[config.mk]
export PLATFORM = sky130hd
export DESIGN_NAME = page_xlate
export DESIGN_NICKNAME = d
export VERILOG_FILES = /design/src/rtl/px_pkg.sv /design/src/rtl/px_split.sv /design/src/rtl/px_check.sv /design/src/rtl/px_ctrl.sv /design/src/rtl/page_xlate.sv
export SDC_FILE = /design/constraint.sdc
export NUM_CORES = 1
export LEC_CHECK = 0
export ABC_AREA = 0
export BUFFER_PORTS_ARGS = -buffer_cell sky130_fd_sc_hd__buf_2
export CORE_ASPECT_RATIO = 1.4
export CORE_MARGIN = 10
export CORE_UTILIZATION = 46
export DETAILED_ROUTE_END_ITERATION = 7
export GPL_TIMING_DRIVEN = 0
export PLACE_DENSITY = 0.72
export SYNTH_ARGS = -nofsm -noshare
export SYNTH_HDL_FRONTEND = slang
export SYNTH_SLANG_ARGS = --single-unit
[constraint.sdc]
create_clock -name clk -period 5.48 [get_ports clk]
set_input_delay 0.274 -clock clk [delete_from_list [all_inputs] [get_ports clk]]
set_output_delay 0.274 -clock clk [all_outputs]
set_load 0.05 [all_outputs]
[src/rtl/px_pkg.sv]
package px_pkg;
  localparam logic [1:0] ACC_RD = 2'd0;
  localparam logic [1:0] ACC_WR = 2'd1;
  localparam logic [1:0] ACC_EX = 2'd2;

  localparam logic [1:0] FC_NONE   = 2'd0;
  localparam logic [1:0] FC_BOUNDS = 2'd1;
  localparam logic [1:0] FC_ABSENT = 2'd2;
  localparam logic [1:0] FC_PROT   = 2'd3;

  localparam int PRESENT_BIT = 0;
  localparam int PERM_LO     = 1;
  localparam int MOD_BIT     = 3;
  localparam int ACC_BIT     = 4;

  typedef enum logic [2:0] {
    ST_IDLE, ST_READ, ST_CHECK, ST_WB, ST_RESP
  } px_state_e;

  // permission table: read always, write needs bit0, execute needs bit1
  function automatic logic perm_ok(input logic [1:0] perm, input logic [1:0] acc);
    case (acc)
      ACC_RD:  return 1'b1;
      ACC_WR:  return perm[0];
      ACC_EX:  return perm[1];
      default: return 1'b0;
    endcase
  endfunction
endpackage

[src/rtl/px_split.sv]
module px_split #(
  parameter int VA_W  = 32,
  parameter int OFF_W = 12,
  localparam int VPN_W = VA_W - OFF_W
) (
  input  logic [VA_W-1:0]  vaddr,
  output logic [VPN_W-1:0] vpn,
  output logic [OFF_W-1:0] off
);
  assign vpn = vaddr[VA_W-1:OFF_W];
  assign off = vaddr[OFF_W-1:0];
endmodule

[src/rtl/px_check.sv]
module px_check import px_pkg::*; #(
  parameter int DW      = 32,
  parameter int FRAME_W = 20,
  parameter int OFF_W   = 12,
  localparam int PA_W   = FRAME_W + OFF_W
) (
  input  logic [DW-1:0]    pte,
  input  logic [1:0]       acc,
  input  logic [OFF_W-1:0] off,
  output logic [1:0]       fcode,
  output logic [PA_W-1:0]  paddr,
  output logic [DW-1:0]    new_pte,
  output logic             wb_need
);
  function automatic logic [DW-1:0] mark(input logic [DW-1:0] e, input logic [1:0] a);
    logic [DW-1:0] r;
    r = e;
    r[ACC_BIT] = 1'b1;
    if (a == ACC_WR) r[MOD_BIT] = 1'b1;
    return r;
  endfunction

  always_comb begin
    if (!pte[PRESENT_BIT])                           fcode = FC_ABSENT;
    else if (!perm_ok(pte[PERM_LO +: 2], acc))       fcode = FC_PROT;
    else                                             fcode = FC_NONE;
  end

  assign paddr   = (fcode == FC_NONE) ? {pte[DW-1 -: FRAME_W], off} : '0;
  assign new_pte = mark(pte, acc);
  assign wb_need = (fcode == FC_NONE) && (new_pte != pte);
endmodule

[src/rtl/px_ctrl.sv]
module px_ctrl import px_pkg::*; #(
  parameter int VPN_W  = 20,
  parameter int OFF_W  = 12,
  parameter int DW     = 32,
  parameter int MEM_AW = 32,
  parameter int PA_W   = 32
) (
  input  logic              clk,
  input  logic              rst_n,
  input  logic              req_valid,
  output logic              req_ready,
  input  logic [VPN_W-1:0]  req_vpn,
  input  logic [OFF_W-1:0]  req_off,
  input  logic [1:0]        req_acc,
  input  logic [MEM_AW-1:0] tbl_base,
  input  logic [VPN_W:0]    tbl_len,
  output logic [DW-1:0]     chk_pte,
  output logic [1:0]        chk_acc,
  output logic [OFF_W-1:0]  chk_off,
  input  logic [1:0]        chk_fcode,
  input  logic [PA_W-1:0]   chk_paddr,
  input  logic [DW-1:0]     chk_new_pte,
  input  logic              chk_wb,
  output logic              mem_req,
  output logic              mem_we,
  output logic [MEM_AW-1:0] mem_addr,
  output logic [DW-1:0]     mem_wdata,
  input  logic [DW-1:0]     mem_rdata,
  input  logic              mem_ack,
  output logic              resp_valid,
  output logic              resp_fault,
  output logic [1:0]        resp_fcode,
  output logic [PA_W-1:0]   resp_paddr
);
  px_state_e state;
  logic [VPN_W-1:0]  vpn_q;
  logic [OFF_W-1:0]  off_q;
  logic [1:0]        acc_q;
  logic [MEM_AW-1:0] base_q;
  logic [DW-1:0]     pte_q;
  logic [1:0]        fcode_q;
  logic [PA_W-1:0]   paddr_q;

  // named events for the assertions
  logic accept, bounds_hit, check_fault;
  assign accept      = (state == ST_IDLE) && req_valid;
  assign bounds_hit  = accept && ({1'b0, req_vpn} >= tbl_len);
  assign check_fault = (state == ST_CHECK) && (chk_fcode != FC_NONE);

  always_ff @(posedge clk or negedge rst_n) begin
    if (!rst_n) begin
      state   <= ST_IDLE;
      vpn_q   <= '0;
      off_q   <= '0;
      acc_q   <= '0;
      base_q  <= '0;
      pte_q   <= '0;
      fcode_q <= FC_NONE;
      paddr_q <= '0;
    end else begin
      case (state)
        ST_IDLE: if (accept) begin
          vpn_q  <= req_vpn;
          off_q  <= req_off;
          acc_q  <= req_acc;
          base_q <= tbl_base;
          if (bounds_hit) begin
            fcode_q <= FC_BOUNDS;
            paddr_q <= '0;
            state   <= ST_RESP;
          end else begin
            state <= ST_READ;
          end
        end
        ST_READ: if (mem_ack) begin
          pte_q <= mem_rdata;
          state <= ST_CHECK;
        end
        ST_CHECK: begin
          fcode_q <= chk_fcode;
          paddr_q <= chk_paddr;
          state   <= chk_wb ? ST_WB : ST_RESP;
        end
        ST_WB: if (mem_ack) state <= ST_RESP;
        default: state <= ST_IDLE;
      endcase
    end
  end

  assign req_ready  = (state == ST_IDLE);
  assign mem_req    = (state == ST_READ) || (state == ST_WB);
  assign mem_we     = (state == ST_WB);
  assign mem_addr   = base_q + {{(MEM_AW-VPN_W){1'b0}}, vpn_q};
  assign mem_wdata  = chk_new_pte;
  assign chk_pte    = pte_q;
  assign chk_acc    = acc_q;
  assign chk_off    = off_q;
  assign resp_valid = (state == ST_RESP);
  assign resp_fault = (fcode_q != FC_NONE);
  assign resp_fcode = fcode_q;
  assign resp_paddr = paddr_q;

  assert_bounds_noread_R3: assert property (@(posedge clk) disable iff (!rst_n)
    bounds_hit |=> (resp_valid && !mem_req));
  assert_mem_hold_R9: assert property (@(posedge clk) disable iff (!rst_n)
    (mem_req && !mem_ack) |=> (mem_req && $stable(mem_we) && $stable(mem_addr) && $stable(mem_wdata)));
  assert_fault_nowrite_R6: assert property (@(posedge clk) disable iff (!rst_n)
    check_fault |=> (resp_valid && !mem_req));
  assert_wb_marks_R7: assert property (@(posedge clk) disable iff (!rst_n)
    (mem_req && mem_we) |-> (mem_wdata[ACC_BIT] && (mem_wdata != pte_q)));
  assert_resp_pulse_R8: assert property (@(posedge clk) disable iff (!rst_n)
    resp_valid |=> (!resp_valid && req_ready));
  assert_ready_quiet_R8: assert property (@(posedge clk) disable iff (!rst_n)
    req_ready |-> (!mem_req && !resp_valid));
  assert_fault_nopaddr_R6: assert property (@(posedge clk) disable iff (!rst_n)
    (resp_valid && resp_fault) |-> (resp_paddr == '0));
endmodule

[src/rtl/page_xlate.sv]
module page_xlate #(
  parameter int VA_W    = 32,
  parameter int OFF_W   = 12,
  parameter int FRAME_W = 20,
  parameter int DW      = 32,
  parameter int MEM_AW  = 32,
  localparam int VPN_W  = VA_W - OFF_W,
  localparam int PA_W   = FRAME_W + OFF_W
) (
  input  logic              clk,
  input  logic              rst_n,
  input  logic              req_valid,
  output logic              req_ready,
  input  logic [VA_W-1:0]   req_vaddr,
  input  logic [1:0]        req_acc,
  input  logic [MEM_AW-1:0] tbl_base,
  input  logic [VPN_W:0]    tbl_len,
  output logic              resp_valid,
  output logic              resp_fault,
  output logic [1:0]        resp_fcode,
  output logic [PA_W-1:0]   resp_paddr,
  output logic              mem_req,
  output logic              mem_we,
  output logic [MEM_AW-1:0] mem_addr,
  output logic [DW-1:0]     mem_wdata,
  input  logic [DW-1:0]     mem_rdata,
  input  logic              mem_ack
);
  logic [VPN_W-1:0] vpn;
  logic [OFF_W-1:0] off;
  logic [DW-1:0]    chk_pte, chk_new_pte;
  logic [1:0]       chk_acc, chk_fcode;
  logic [OFF_W-1:0] chk_off;
  logic [PA_W-1:0]  chk_paddr;
  logic             chk_wb;

  px_split #(.VA_W(VA_W), .OFF_W(OFF_W)) u_split (
    .vaddr(req_vaddr), .vpn(vpn), .off(off));

  px_check #(.DW(DW), .FRAME_W(FRAME_W), .OFF_W(OFF_W)) u_check (
    .pte(chk_pte), .acc(chk_acc), .off(chk_off), .fcode(chk_fcode),
    .paddr(chk_paddr), .new_pte(chk_new_pte), .wb_need(chk_wb));

  px_ctrl #(.VPN_W(VPN_W), .OFF_W(OFF_W), .DW(DW), .MEM_AW(MEM_AW), .PA_W(PA_W)) u_ctrl (
    .clk(clk), .rst_n(rst_n), .req_valid(req_valid), .req_ready(req_ready),
    .req_vpn(vpn), .req_off(off), .req_acc(req_acc), .tbl_base(tbl_base),
    .tbl_len(tbl_len), .chk_pte(chk_pte), .chk_acc(chk_acc), .chk_off(chk_off),
    .chk_fcode(chk_fcode), .chk_paddr(chk_paddr), .chk_new_pte(chk_new_pte),
    .chk_wb(chk_wb), .mem_req(mem_req), .mem_we(mem_we), .mem_addr(mem_addr),
    .mem_wdata(mem_wdata), .mem_rdata(mem_rdata), .mem_ack(mem_ack),
    .resp_valid(resp_valid), .resp_fault(resp_fault), .resp_fcode(resp_fcode),
    .resp_paddr(resp_paddr));
endmodule

==> run summary, run 1 <==
Status = completed
CTS resizes = 0
Commonest cells post-synth = nand2_1 (220), dfrtp_1 (135), nor2_1 (49)
Hpwl dp = 17.00 mm
Detailed Route Iter0 Violations = 477
Width of the die = 126.5 um
Crit Path Class = reg2out
Pre-Repair DR Iteration Count = 5
# H-tree levels = 4
Largest cells by area after synthesis = dfrtp_1 (46%), nand2_1 (11%), ha_1 (6.9%)
Yosys top cell area share = 46.26%
I/O Buffers = 224
Min setup slack post-route = 1.890 ns
WL/cell = 17.49 um
Final Cycle Share = 65.51%
CTS tree = yes
Initial antenna violation count = 0
#FFs+latches synth = 135
Unrepaired setup endpoints after global routing = no
Crit-path max FO = 6
Fin. max-slew vios = 0
I/O Pins = 226
GP Congestion = 0.8863
Total track usage = 19.96%
Die area = 21380 um2
CP peak stage delay = 0.40 ns
Final hold slack = 0.03004 ns
Slew margin rel. = 56.69%
Clock latency on the worst-skew pair = 0.43 ns
R2R setup slack = 3.50 ns
Initial Util = 46.79%
Worst Path Required = 5.21 ns
Placement Setup Slack = 2.416 ns
Post-Syn Area = 7302 um2
DIE HEIGHT = 169.1 um
Inserted Diodes = 0
Setup violations, final = 0
Clock Path Buffers = 2
# rows = 54
Endpoints failing hold = 0
Cell taking the most area after synthesis = dfrtp_1
NumNets Final = 1200
Top FF cell, synth = dfrtp_1
YS warnings = 0
Crit. End Element = output pin
Number of vias in the routed layout = 6463
WP data arrival = 3.32 ns
Final Core Density = 59.57%
Largest net degree at the start of global routing = 70
Post-synth EDFFs = 0
Peak Freq = 278.6 MHz
Share of cells above drive strength 1 = 33.27%
# clock sinks = 135
Hold crit path type = in2reg
Vias in the first global route = 6688
First-pass GRT wire length = 34.29 mm
CTS clk-pin slew, worst paths = 0.06 ns
P&R area growth vs syn = 27.33%
Post-route ant nets = 0
Filler cells = 1417
Clk root buf = clkbuf_16
Synth cell types = 53
Top-count cell post-synth = nand2_1
Minimum clock period = 3.590 ns
Worst Skew = 0.01083 ns
Register area = 3378 um2
Buffers and inverters on the worst path = 2
Syn Nets = 955
Least-Margin Pin Slew = 0.6496 ns
Core area = 15610 um2
Mapped Avg Cell Area = 9.231 um2
Post-route setup TNS = 0 ns
CP Launch Type = flip-flop
Number of CTS-inserted buffers = 17
Residual DRC = 0
Worst path cell trace = ha_1 > inv_1 > fa_1 > nand2b_1 > a21oi_1 > o21ai_0 > a21oi_2 > and3_1 > xor2_1 > buf_2
Multi-input logic area = 3406 um2
Slowest CP cell = fa_1
Avg Vias per Cell = 5.191
Async SR Flop Fraction = 100.0%
Cells after synthesis = 791
Sequential area share after synthesis = 46.26%
CP delay by family, top = compound AO/OA/AOI/OAI gates
Gr ovfl total = 0
Final WL = 21.77 mm
Max cap viols = 0
[cells by family after synthesis]
group / after synthesis / share of synthesized area, %
fa+ha+maj: 41 / 7.128
xor+xnor: 29 / 3.478
other cells: 1 / 0.05136
buf+inv: 95 / 7.094
compound gates: 130 / 12.17
flops: 135 / 46.26
simple gates: 329 / 19.04
mux: 31 / 4.781
[path summary, 6_finish.rpt]
path | startpoint | to | depth (start not counted)
worst max-delay path | u_ctrl.base_q[0] | mem_addr[28] | 10
worst min-delay path | tbl_base[23] | u_ctrl.base_q[23] | 3
worst max register to register | u_ctrl.state[0] | u_ctrl.resp_paddr[12] | 7
worst min register to register | u_ctrl.chk_off[2] | u_ctrl.chk_off[2] | 2
max in group asynchronous | rst_n | u_ctrl.base_q[28] | 3
min in group asynchronous | rst_n | u_ctrl.chk_pte[9] | 2
[area by class of cell]
type                    instances  area share, %
multi-input cells             561          36.63
flip-flops and latches        135          36.33
repair buffers                226          12.53
clock buffers                  17          4.575
plain buffers                  64          4.320
well taps                     196          2.638
clock inverters                15          1.723
inverters                      31          1.252
[timing repair]
item / 4_1_cts / 5_1_grt
endpoints found under the setup margin: 0 / 0
endpoints found under the hold margin: 68 / 0
buffers inserted: 0 / 0
hold buffers: 1 / 0
[metal layers]
metal,track usage [%],up-vias,share of wire [%]
li1,-,3128,-
met1,21.04,3078,37
met2,35.46,222,53
met3,7.033,35,7.9
met4,7.543,0,2.4
met5,0,-,0
[through the flow]
stage / instances / area [um2]
floorplan: 791 / 7302
global placement: 1211 / 8668
detailed placement: 1212 / 8702
CTS: 1245 / 9298
global route: 1245 / 9298
finish: 1245 / 9298
[sequential cells by signal (all words and copies together), names as in the netlist]
register	flops
u_ctrl.base_q	32
u_ctrl.chk_pte	32
u_ctrl.resp_paddr	32
u_ctrl.vpn_q	20
u_ctrl.chk_off	12
u_ctrl.state	3
u_ctrl.chk_acc	2
u_ctrl.resp_fcode	2
[worst reg2reg max path: stages, from the launching register on]
cell and delay [ns]:
dfrtp_1 0.44, inv_1 0.20, and3_1 0.22, and3_1 0.15, buf_2 0.17, clkbuf_1 0.42
a22oi_1 0.17, nor2_1 0.14
[cells in the final DEF (no fill, tap or decap), types with 31 or more instances in the layout]
| cell type | instances |
|---|---|
| mux2_2 | 31 |
| a22oi_1 | 32 |
| nand2_1 | 220 |
| a21oi_1 | 31 |
| nor2_1 | 49 |
| dfrtp_1 | 135 |
| ha_1 | 40 |
| buf_4 | 33 |
| buf_2 | 235 |
| inv_1 | 31 |
Power of run 1 is not shown: default switching activity piles up to over one toggle a cycle in this logic, so the estimate is an artifact.
==> run 2: changes to the inputs <==
==> constraint.sdc (replaced) <==
create_clock -name clk -period 3.64 [get_ports clk]
set_input_delay 0.182 -clock clk [delete_from_list [all_inputs] [get_ports clk]]
set_output_delay 0.182 -clock clk [all_outputs]
set_load 0.05 [all_outputs]
==> run summary, run 2 (synthesis gave the netlist of run 1 again) <==
Status = completed
I/O Pins = 226
Highest-count cells in the layout ignoring fill and taps = buf_2 (235), nand2_1 (220), dfrtp_1 (135)
Avg Vias per Cell = 5.152
Initial Util = 46.79%
CP delay by family, top = compound AO/OA/AOI/OAI gates
Crit. End Element = output pin
Number of CTS-inserted buffers = 17
Worst Skew = 0.009808 ns
NumNets Final = 1297
Minimum clock period = 3.391 ns
Metal2 WL = 12.16 mm
Post-route ant nets = 0
Gr ovfl total = 0
# H-tree levels = 4
Critical Path Most Common Cell = a21oi_2
M1 WL = 8.692 mm
Clock latency on the worst-skew pair = 0.43 ns
Hold crit path type = in2reg
Crit Path Class = reg2out
WP data arrival = 3.21 ns
Slowest CP cell = fa_1
Residual DRC = 0
CTS tree = yes
Clock Path Buffers = 2
Crit-path max FO = 6
Unrepaired setup endpoints after global routing = no
Clk root buf = clkbuf_16
WL/cell = 17.34 um
CP Launch Type = flip-flop
Die area = 21380 um2
Largest net degree at the start of global routing = 70
P&R area growth vs syn = 40.71%
Initial antenna violation count = 1
Peak Freq = 294.9 MHz
Worst path cell trace = ha_1 > inv_1 > fa_1 > nand2b_1 > a21oi_2 > o21ai_0 > a21oi_2 > and3_1 > xor2_1 > buf_2
Buffers and inverters on the worst path = 2
Worst Reg-to-Reg Cells = 7
Slew margin rel. = 56.61%
Endpoints failing hold = 0
Multi-input logic area = 3410 um2
Hpwl dp = 17.00 mm
Pre-Repair DR Iteration Count = 6
Width of the die = 126.5 um
Post-route setup TNS = 0 ns
CTS clk-pin slew, worst paths = 0.06 ns
Number of cells on the critical path = 10
Core area = 15610 um2
Filler cells = 1247
Max Used Layer = met4
Hold path depth = 3
CP peak stage delay = 0.40 ns
First-pass GRT wire length = 36.89 mm
Commonest non-fill, non-tap cell in the layout = buf_2
Final WL = 23.28 mm
Share of cells above drive strength 1 = 30.54%
Postcts setup bufs = 0
Total track usage = 21.38%
Least-Margin Pin Slew = 0.6508 ns
Fin. max-slew vios = 0
Max cap viols = 0
Vias in the first global route = 7315
Final Cycle Share = 93.15%
GP Congestion = 0.8863
Register area = 3378 um2
I/O Buffers = 224
DIE HEIGHT = 169.1 um
Detailed Route Iter0 Violations = 550
DR WL met3 = 1.646 mm
Worst Path Required = 3.46 ns
Number of vias in the routed layout = 6919
Setup violations, final = 0
# rows = 54
# clock sinks = 135
-- run 2: changes by cell type in the layout (fill, tap and decap cells not counted), sizes merged --
cell	previous run	this run
dlygate4sd3	1	98
diode	0	1
-- run 2: final cells by class --
cell class | count | share of cell area [%]
sequential | 135 | 32.88
tap | 196 | 2.387
clock buffer | 17 | 4.140
inverter | 31 | 1.132
antenna | 1 | 0.02435
clock inverter | 15 | 1.559
timing repair buffer | 323 | 20.79
buffer | 64 | 3.909
multi-input combinational | 561 | 33.18
-- run 2: through the flow --
stage          instances  setup WS (ns)  hold slack [ns]  cell area [um2]  util (%)
6_report            1343         0.2492          0.06765            10270     65.83
3_3_place_gp        1211         0.4897           0.3729             8668     55.54
4_1_cts             1342         0.1980          0.05788            10270     65.79
5_1_grt             1343         0.1229          0.06846            10270     65.83
3_5_place_dp        1212         0.6676           0.2332             8702     55.76
2_1_floorplan        791         0.8073          -0.1136             7302         -
-- run 2: worst register-to-register path, stage by stage (launching register included) --
cell      delay, ns
dfrtp_1        0.44
inv_1          0.20
and3_1         0.22
and3_1         0.15
buf_2          0.17
clkbuf_1       0.42
a22oi_1        0.17
nor2_1         0.14
-- run 2: per-layer routing --
metal	global-route usage, %	up-vias
met5	0	-
met4	9.975	0
met3	6.908	55
met2	37.94	243
met1	22.25	3300
li1	-	3321
-- run 2: final timing paths --
kind	startpoint	end	slack (ns)
max reg2reg	u_ctrl.state[0]	u_ctrl.resp_paddr[12]	1.66
min reg2reg	u_ctrl.chk_off[2]	u_ctrl.chk_off[2]	0.48
max in group asynchronous	rst_n	u_ctrl.base_q[25]	2.54
min in group asynchronous	rst_n	u_ctrl.resp_paddr[2]	0.33
min	req_vaddr[12]	u_ctrl.vpn_q[0]	0.07
max	u_ctrl.base_q[0]	mem_addr[28]	0.25
-- run 2: timing repair --
action                                  CTS  global route
endpoints found under the hold margin   165             0
resized for setup                         0             1
endpoints found under the setup margin    0             2
hold buffers                             98             0
Power of run 2 is left out for the same reason.
==> run 3: changes to the inputs <==
--- a/config.mk
+++ b/config.mk
@@ -8,7 +8,7 @@
 export ABC_AREA = 0
 export BUFFER_PORTS_ARGS = -buffer_cell sky130_fd_sc_hd__buf_2
 export CORE_ASPECT_RATIO = 1.4
-export CORE_MARGIN = 10
+export CORE_MARGIN = 2
 export CORE_UTILIZATION = 46
 export DETAILED_ROUTE_END_ITERATION = 7
 export GPL_TIMING_DRIVEN = 0
==> run summary, run 3 (synthesis gave the netlist of run 1 again) <==
Status = completed
Clock latency on the worst-skew pair = 0.42 ns
Minimum clock period = 3.305 ns
Postcts setup bufs = 0
Worst Path Required = 3.46 ns
Placed instance area = 8702 um2
Share of cells above drive strength 1 = 30.53%
Peak Freq = 302.6 MHz
Width of the die = 110.5 um
Least-Margin Pin Slew = 0.6807 ns
CTS tree = yes
Filler cells = 1247
Detailed Route Iter0 Violations = 429
First-pass GRT wire length = 34.43 mm
I/O Pins = 226
Setup violations, final = 0
Slew margin rel. = 54.62%
Highest-count cells in the layout ignoring fill and taps = buf_2 (235), nand2_1 (220), dfrtp_1 (135)
Gr ovfl total = 0
Core area = 15540 um2
Critical Path Most Common Cell = a21oi_2
Post-route setup TNS = 0 ns
# H-tree levels = 4
I/O Buffers = 224
Pre-Repair DR Iteration Count = 7
Final WL = 21.40 mm
WP data arrival = 3.12 ns
Endpoints failing hold = 0
Worst path cell trace = ha_1 > inv_1 > fa_1 > nand2b_1 > a21oi_2 > o21ai_0 > a21oi_2 > and3_1 > xor2_1 > buf_2
# clock sinks = 135
Crit. End Element = output pin
P&R area growth vs syn = 40.22%
CP peak stage delay = 0.39 ns
GP Congestion = 0.8955
Unrepaired setup endpoints after global routing = no
Hold crit path type = in2reg
Avg Vias per Cell = 5.129
Buffers and inverters on the worst path = 2
DIE HEIGHT = 153.1 um
Vias in the first global route = 7070
Crit-path max FO = 6
CP Launch Type = flip-flop
Post-route ant nets = 0
Final Cycle Share = 90.80%
Worst Skew = 0.008965 ns
Inserted Diodes = 0
CTS clk-pin slew, worst paths = 0.06 ns
Hpwl dp = 14.84 mm
Final instance area = 10240 um2
Max cap viols = 0
Number of vias in the routed layout = 6852
Fin. max-slew vios = 0
Die area = 16910 um2
Crit Path Class = reg2out
NumNets Final = 1291
Initial antenna violation count = 0
Residual DRC = 0
Total track usage = 25.47%
Commonest non-fill, non-tap cell in the layout = buf_2
CP delay by family, top = compound AO/OA/AOI/OAI gates
WL/cell = 16.02 um
# rows = 54
Slowest CP cell = fa_1
Largest net degree at the start of global routing = 72
Initial Util = 46.99%
Clk root buf = clkbuf_16
Clock Path Buffers = 2
Number of CTS-inserted buffers = 17
[run 3: worst reg2reg max path, cell delays in order (launching register included)]
cell	delay, ns
dfrtp_1	0.44
inv_1	0.22
and3_1	0.22
and3_1	0.15
buf_2	0.17
clkbuf_1	0.42
a22oi_1	0.16
nor2_1	0.14
[run 3: layout make-up]
cell class | instances | area, um2 | area share, %
multi-input combinational | 561 | 3410 | 33.30
sequential | 135 | 3378 | 33.00
timing repair buffer | 317 | 2076 | 20.27
clock buffer | 20 | 446.7 | 4.363
buffer | 64 | 401.6 | 3.923
tap | 196 | 245.2 | 2.395
clock inverter | 12 | 165.2 | 1.613
inverter | 31 | 116.4 | 1.137
[run 3: worst paths after layout]
kind | from | end | slack (ns) | cells after the start
setup / recovery | u_ctrl.base_q[0] | mem_addr[28] | 0.33 | 10
hold / removal | mem_rdata[0] | u_ctrl.chk_pte[0] | 0.009 | 3
setup reg to reg | u_ctrl.state[0] | u_ctrl.resp_paddr[12] | 1.64 | 7
hold reg to reg | u_ctrl.chk_off[5] | u_ctrl.chk_off[5] | 0.48 | 2
max in group asynchronous | rst_n | u_ctrl.base_q[31] | 2.53 | 3
min in group asynchronous | rst_n | u_ctrl.chk_off[4] | 0.34 | 2
[run 3: through the flow]
step	worst slack, ns	util [%]	instances	hold slack (ns)
2_1_floorplan	0.8073	-	791	-0.1136
3_3_place_gp	0.5015	55.78	1211	0.3717
3_5_place_dp	0.6660	56.00	1212	0.2380
4_1_cts	0.1873	65.86	1336	0.0004470
5_1_grt	0.1210	65.89	1336	0.004403
6_report	0.3348	65.89	1336	0.008532
[run 3: what timing repair did]
item                                    in CTS  in global routing
hold buffers                                92                  0
gates resized for setup                      0                  1
endpoints found under the hold margin      161                  0
endpoints found under the setup margin       0                  2
[run 3: per-layer routing]
metal	vias up	global-route usage, %	routed length, um
met4	0	10.71	660
met3	46	5.749	1034
li1	3312	-	-
met2	225	47.09	11470
met5	-	0	0
met1	3269	27.87	8231
Power of run 3 is left out for the same reason.
